### src/rtl/chain_counter_pkg.sv
package chain_counter_pkg;

  typedef enum logic [1:0] {
    OP_HOLD  = 2'd0,
    OP_COUNT = 2'd1,
    OP_LOAD  = 2'd2,
    OP_CLEAR = 2'd3
  } digit_op_e;

  localparam int unsigned DECADE_LAST = 9;

endpackage

### src/rtl/reset_release.sv
module reset_release #(
  parameter int unsigned DEPTH = 2
) (
  input  logic clk,
  input  logic rst_n,
  output logic rst_sync_n
);

  logic [DEPTH-1:0] sync_q;

  always_ff @(posedge clk or negedge rst_n) begin
    if (!rst_n) begin
      sync_q <= '0;
    end else begin
      sync_q <= {sync_q[DEPTH-2:0], 1'b1};
    end
  end

  assign rst_sync_n = sync_q[DEPTH-1];

endmodule

### src/rtl/digit_ctrl.sv
module digit_ctrl
  import chain_counter_pkg::*;
(
  input  logic      clr,
  input  logic      load,
  input  logic      cnt_en,
  input  logic      chain_en,
  output digit_op_e op
);

  // Fixed priority: clear, then load, then count, else hold.
  always_comb begin
    if (clr) begin
      op = OP_CLEAR;
    end else if (load) begin
      op = OP_LOAD;
    end else if (cnt_en && chain_en) begin
      op = OP_COUNT;
    end else begin
      op = OP_HOLD;
    end
  end

endmodule

### src/rtl/count_digit.sv
module count_digit
  import chain_counter_pkg::*;
#(
  parameter int unsigned WIDTH  = 4,
  parameter bit          DECADE = 1'b1
) (
  input  logic             clk,
  input  logic             rst_ni,
  input  logic             clr,
  input  logic             load,
  input  logic [WIDTH-1:0] data,
  input  logic             cnt_en,
  input  logic             chain_en,
  output logic [WIDTH-1:0] count,
  output logic             carry
);

  localparam logic [WIDTH-1:0] LAST = DECADE ? WIDTH'(DECADE_LAST) : {WIDTH{1'b1}};

  digit_op_e        op;
  logic [WIDTH-1:0] count_q;
  logic [WIDTH-1:0] count_d;
  logic             at_last;
  logic             upd_en;

  digit_ctrl u_ctrl (
    .clr      (clr),
    .load     (load),
    .cnt_en   (cnt_en),
    .chain_en (chain_en),
    .op       (op)
  );

  assign at_last = (count_q == LAST);
  assign upd_en  = (op != OP_HOLD);

  // Next value; plain increment also drains decade values 10..15 through the wrap.
  always_comb begin
    unique case (op)
      OP_CLEAR: count_d = '0;
      OP_LOAD:  count_d = data;
      OP_COUNT: count_d = at_last ? '0 : count_q + 1'b1;
      default:  count_d = count_q;
    endcase
  end

  always_ff @(posedge clk or negedge rst_ni) begin
    if (!rst_ni) begin
      count_q <= '0;
    end else if (upd_en) begin
      count_q <= count_d;
    end
  end

  assign count = count_q;
  assign carry = chain_en && at_last;

  assert_hold_R2: assert property (@(posedge clk) disable iff (!rst_ni)
    (!clr && !load && !(cnt_en && chain_en)) |=> $stable(count));

  assert_clear_R3: assert property (@(posedge clk) disable iff (!rst_ni)
    clr |=> (count == '0));

  assert_load_R4: assert property (@(posedge clk) disable iff (!rst_ni)
    (load && !clr) |=> (count == $past(data)));

  assert_wrap_R7: assert property (@(posedge clk) disable iff (!rst_ni)
    (!clr && !load && cnt_en && chain_en && count == LAST) |=> (count == '0));

  assert_step_R8: assert property (@(posedge clk) disable iff (!rst_ni)
    (!clr && !load && cnt_en && chain_en && count != LAST)
      |=> (count == WIDTH'($past(count) + 1'b1)));

endmodule

### src/rtl/chain_counter.sv
module chain_counter #(
  parameter int unsigned WIDTH  = 4,
  parameter int unsigned STAGES = 2,
  parameter bit          DECADE = 1'b1
) (
  input  logic                      clk,
  input  logic                      rst_n,
  input  logic                      clr,
  input  logic                      load,
  input  logic [STAGES*WIDTH-1:0]   load_data,
  input  logic                      cnt_en,
  input  logic                      chain_en,
  output logic [STAGES*WIDTH-1:0]   count,
  output logic                      carry_out
);

  localparam int unsigned TOTAL = STAGES * WIDTH;

  logic            rst_int_n;
  logic [STAGES:0] link_en;

  reset_release #(.DEPTH(2)) u_rst (
    .clk        (clk),
    .rst_n      (rst_n),
    .rst_sync_n (rst_int_n)
  );

  assign link_en[0] = chain_en;

  for (genvar g = 0; g < STAGES; g++) begin : g_digit
    count_digit #(
      .WIDTH  (WIDTH),
      .DECADE (DECADE)
    ) u_digit (
      .clk      (clk),
      .rst_ni   (rst_int_n),
      .clr      (clr),
      .load     (load),
      .data     (load_data[g*WIDTH +: WIDTH]),
      .cnt_en   (cnt_en),
      .chain_en (link_en[g]),
      .count    (count[g*WIDTH +: WIDTH]),
      .carry    (link_en[g+1])
    );
  end

  assign carry_out = link_en[STAGES];

  assert_carry_gate_R6: assert property (@(posedge clk) disable iff (!rst_int_n)
    !chain_en |-> !carry_out);

  assert_top_wrap_R9: assert property (@(posedge clk) disable iff (!rst_int_n)
    (!clr && !load && cnt_en && carry_out) |=> (count == TOTAL'(0)));

endmodule

### config.mk
export PLATFORM = sky130hd
export DESIGN_NAME = chain_counter
export DESIGN_NICKNAME = d
export VERILOG_FILES = /design/src/rtl/chain_counter_pkg.sv /design/src/rtl/reset_release.sv /design/src/rtl/digit_ctrl.sv /design/src/rtl/count_digit.sv /design/src/rtl/chain_counter.sv
export SDC_FILE = /design/constraint.sdc
export NUM_CORES = 1
export LEC_CHECK = 0
export CAP_MARGIN = 15
export CORE_UTILIZATION = 45
export CTS_CLUSTER_DIAMETER = 200
export CTS_CLUSTER_SIZE = 12
export DETAILED_ROUTE_END_ITERATION = 12
export GPL_ROUTABILITY_DRIVEN = 1
export PLACE_DENSITY = 0.81
export SKIP_LAST_GASP = 1
export SLEW_MARGIN = 15
export SYNTH_ARGS = -nofsm -noshare
export SYNTH_HDL_FRONTEND = slang
export SYNTH_SLANG_ARGS = --single-unit
### constraint.sdc
create_clock -name clk -period 2.22 [get_ports clk]
set_input_delay 0.222 -clock clk [delete_from_list [all_inputs] [get_ports clk]]
set_output_delay 0.222 -clock clk [all_outputs]
set_load 0.01 [all_outputs]
# After elaboration in Yosys (flattened, before gate mapping)
# Cells that the tools add are included.
[totals]
ff_bits = 10
input_bits = 14
output_inout_bits = 9
[classes]
addsub = 2
eq_ne = 8
muxes = 10
n_reduce_logical = 10
[op_table]
columns = ["cell", "count"]
rows = [
  ["case mux 4 bit (3 select lines)", 2],
  ["adder 4 x 1 -> 4 bit (second input constant)", 2],
  ["equality test 2 bit (second input constant)", 4],
  ["equality test 4 bit (second input constant)", 2],
  ["2-to-1 mux 2 bit", 4],
  ["2-to-1 mux 4 bit", 2],
  ["nonzero test 3 bit", 2],
  ["equality test 2 x 1 -> 1 bit (second input constant)", 2],
  ["logical AND 1 bit", 4],
  ["AND reduction 2 bit", 2],
  ["nonzero test 2 bit", 2],
  ["2-to-1 mux 1 bit", 2],
]

# Depth between registers and ports, before layout
[logic_depth]
depth_word = 9
ltp_mapped = 6
depth_no_buf = 6

# Modules after synthesis
# From an unflattened synthesis, not the netlist that was laid out.
[unflattened]
hier_cells = 85
area_unflattened_um2 = 817.0
[modules_own_cells]
columns = ["module", "instances", "cells_each", "area_each_um2", "seq_area_each_um2"]
rows = [
  ["count_digit", 2, 38, 364.1, 100.1],
  ["reset_release", 1, 3, 53.8, 50.0],
  ["digit_ctrl", 2, 3, 17.5, 0.0],
]

# Worst setup path after synthesis
# No wires, ideal clock.
[synth_timing]
path_kind = "register to register"
startpoint = "reg g_digit[0].u_digit.count_q[1]"
endpoint = "reg g_digit[1].u_digit.count_q[2]"
setup_ns = 0.128
arrival_ns = 1.352
required_time_ns = 2.092
slack_ns = 0.741
stages_incl_launch_ff = 6
synth_period_minus_slack_ns = 1.479
cell_sequence = "dfrtp_1 > inv_1 > ha_1 > nand3b_4 > o21ai_2 > mux2_1"
[synth_between]
elab_chain_len = 9
word_cells_on_any_way = 13
classes_between = "eq/ne: 4; mux: 4; reduce/logical: 5"
[synth_rtl]
columns = ["item", "line_no", "rtl"]
rows = [
  ["start, declared", "count_digit.sv:21", "logic [WIDTH-1:0] count_q;"],
  ["start signal, assigned", "count_digit.sv:51", "count_q <= count_d;"],
  ["equality test 4 bit (*)", "count_digit.sv:34", "assign at_last = (count_q == LAST);"],
  ["logical AND 1 bit (*)", "count_digit.sv:56", "assign carry = chain_en && at_last;"],
  ["logical AND 1 bit (*)", "digit_ctrl.sv:17", "end else if (cnt_en && chain_en) begin"],
  ["2-to-1 mux 1 bit (*)", "digit_ctrl.sv:17", ""],
  ["2-to-1 mux 2 bit (*)", "digit_ctrl.sv:15", "end else if (load) begin"],
  ["2-to-1 mux 2 bit (*)", "digit_ctrl.sv:13", "if (clr) begin"],
  ["equality test 2 bit / equality test 2 x 1 -> 1 bit (equally long branches)", "count_digit.sv:39", "unique case (op)"],
  ["nonzero test 3 bit (no source line)", "-", ""],
  ["AND reduction 2 bit (no source line)", "-", ""],
  ["end signal, assigned", "count_digit.sv:51", ""],
  ["end, declared", "count_digit.sv:21", ""],
]
# Every way passes the cells marked *; elsewhere a longest branch is shown, timed or not.
# A chain may end at the register's enable or synchronous reset.

# Final worst setup path
[layout_timing]
startpoint = "reg g_digit[1].u_digit.count_q[1]"
endpoint = "out carry_out"
[layout_between]
elab_chain_len = 2
[layout_rtl]
columns = ["item", "line_no", "rtl"]
rows = [
  ["equality test 4 bit", "count_digit.sv:34", ""],
  ["logical AND 1 bit", "count_digit.sv:56", ""],
  ["end, declared", "chain_counter.sv:14", "output logic carry_out"],
]
# Every way passes these cells.

==> results.tsv <==
metric	value	unit
status	complete, no violations	
area leader, netlist	dfrtp_1	
most numerous cell in the Yosys netlist	dfrtp_1	
gr usage total	24.8	%
Sink Count	10	
setup_tns	0	ns
Power, Total	0.543	mW
nets	108	
Ant. Diodes	0	
master of the slowest instance on the critical path	clkdlybuf4s50_1	
placed inst area	853	um2
worst vdd ir	0.000462	V
RSZ-0062 raised after global routing	no	
vias in the first global route	545	
crit path launch type	flop	
Setup Fix Bufs, Post-CTS	0	
register area share after synthesis	40.7	%
HPWL after DPL	1140	um
synthesized area	616	um2
hold crit path type	input port to asynchronous set/reset pin	
Synth-to-Final Area Change	44.5	%
mux share of post-synthesis cell area	1.83	%
Hold-fix buffers, CTS	0	
Cell Pwr Density	610	nW/um2
GPL Wtd Cong	0.837	
die height	39.0	um
final period utilization	96.3	%
# IOs	23	
crit path DAT	1.92	ns
syn nets	81	
CP Depth	5	
share of the synthesized area in the top cell type	40.7	%
Worst R2R End	g_digit[1].u_digit.count[2]	
Worst Path Required	2.00	ns
CP top delay family	buffers and inverters	
ys async rst share	100	%
crit path time final	2.14	ns
# DRC	0	
Synth Area in Compound Gates	21.1	%
CTS buffer count	3	
maximum clock rate	0.468	GHz
grt total ovfl	0	
Worst-Skew Late Latency	0.28	ns
initial drt markers	11	
initial antenna violation count	0	
design area	890	um2
Simple-Gate Fraction of Synth Area	23.2	%
# Max-Cap Violations	0	
Initial Util	51.9	%
first-pass GRT wire length	2430	um
ANT nets after route	0	
Routed Wire Length	1500	um
clk buf depth	2	
Worst R2R Setup Slack	0.64	ns
cts repair resizes	0	
largest net degree at the start of global routing	9	
share of layout cells above drive strength 1	12.4	%
H-tree levels	1	
count of state elements after synthesis	10	
worst-path maximum fanout	6	
DRT Pass-1 Iters	4	
Post-synth EDFFs	0	
clk_skew	0.00189	ns
worst path cell trace	inv_1 -> ha_1 -> nand2_1 -> nor4b_1 -> clkdlybuf4s50_1	
Synth area leaders	dfrtp_1, ha_1, a21oi_1, a2bb2oi_1, nand2_1	
Setup crit end	carry_out	
Avg Cell Area, Syn	9.77	um2
CP Capture Type	output pin	
Setup crit start	g_digit[1].u_digit.count[1]	
worst r2r src	g_digit[0].u_digit.count[1]	
register clock-pin slew on the reported worst setup and hold paths	0.08	ns
routed length per instance	14.5	um
CORE AREA	1190	um2
Hold Violations, Final	0	
leak pwr	0.395	nW
die area	1520	um2
Bufs and invs on worst path	2	
# rows	12	
number of vias per cell	5.57	
root buffer cell	clkbuf_4	
max-slew violations	0	
Die W	39.0	um
Netlist cell types	29	
Post-Synth Adder-Cell Area	8.13	%
largest family of logic cells by synthesized area	simple AND/OR/NAND/NOR gates	
IO Port Bufs	22	
Syn Inst Count	63	
dominant register cell in the synthesized netlist	dfrtp_1	
YS warnings	0	
DR vias	574	
CTS tree	done	
most frequent cells after synthesis	dfrtp_1, a21oi_1, nand2_1	
Critical Path Max Stage Delay	0.59	ns
XOR/XNOR Fraction of Synth Area	1.42	%
Final setup viols	0	
critical setup path kind	flop to output pin	
Worst R2R Path Depth	5	
-- layer usage --
| layer | share of wire, % | up-vias | routed length [um] | GRT usage, % |
|---|---|---|---|---|
| met2 | 48 | 18 | 713 | 37.5 |
| met5 | 0 | - | 0 | 0 |
| met1 | 47 | 272 | 699 | 32.7 |
| met3 | 4.1 | 4 | 61 | 5.20 |
| li1 | - | 280 | - | - |
| met4 | 1.5 | 0 | 22 | 12.9 |
-- worst min path at each step --
stage,slack [ns],depth (start not counted),end
final,0.09,1,u_rst.sync_q[1]
after global routing,0.09,1,u_rst.sync_q[1]
after CTS,0.1,1,u_rst.sync_q[1]
after global placement,0.14,0,g_digit[0].u_digit.count[0]
after floorplan,-0.07,0,u_rst.sync_q[0]
after detailed placement,0.14,0,g_digit[0].u_digit.count[0]
-- cell usage in the layout (no fill, tap or decap), types with 2 or more instances in the layout --
master           count
a2bb2oi_1            3
a31oi_1              2
clkdlybuf4s50_1     22
nand2_1              6
nor2_1               4
dfrtp_1             10
a21oi_1              7
clkbuf_4             3
ha_1                 4
nand2_2              2
inv_1                5
-- registers in the layout, indices dropped and copies added, names as in the netlist --
register,count
u_rst.sync_q,2
g_digit.u_digit.count,8
-- final cells by class --
cell class              count  area [um2]
repair buffers             22         220
fillers                    88         297
well taps                  14        17.5
multi-input cells          48         347
clock buffers               4        36.3
inverters                   5        18.8
flip-flops and latches     10         250
-- worst reg2reg max path, cell delays in order, from the launching register on --
cell and delay [ns]:
dfrtp_1 0.43, inv_1 0.07, ha_1 0.19, nand3b_4 0.10, o21ai_2 0.32, mux2_1 0.36
-- kinds of logic after synthesis --
group,after synthesis
buffers and inverters,5
adder cells (fa/ha/maj),4
AND/OR/NAND/NOR,22
other,1
AO/OA/AOI/OAI,19
flip-flops,10
XOR/XNOR,1
multiplexers,1
-- metrics by stage --
| step | std cells | hold WS [ns] | setup slack [ns] | util (%) |
|---|---|---|---|---|
| 3_3_place_gp | 99 | 0.141 | 0.377 | 71.9 |
| 2_1_floorplan | 63 | -0.0736 | 0.741 | - |
| 3_5_place_dp | 99 | 0.142 | 0.372 | 71.9 |
| 6_report | 103 | 0.0942 | 0.0827 | 75.0 |
| 5_1_grt | 103 | 0.0932 | 0.00448 | 75.0 |
| 4_1_cts | 103 | 0.0999 | 0.0757 | 75.0 |
-- power by group --
group,total [mW],internal (mW),switching [mW]
Combinational,0.138,0.0827,0.0554
Sequential,0.228,0.199,0.0289
Clock,0.177,0.0998,0.0770
Power figures use the tool's default switching activity.
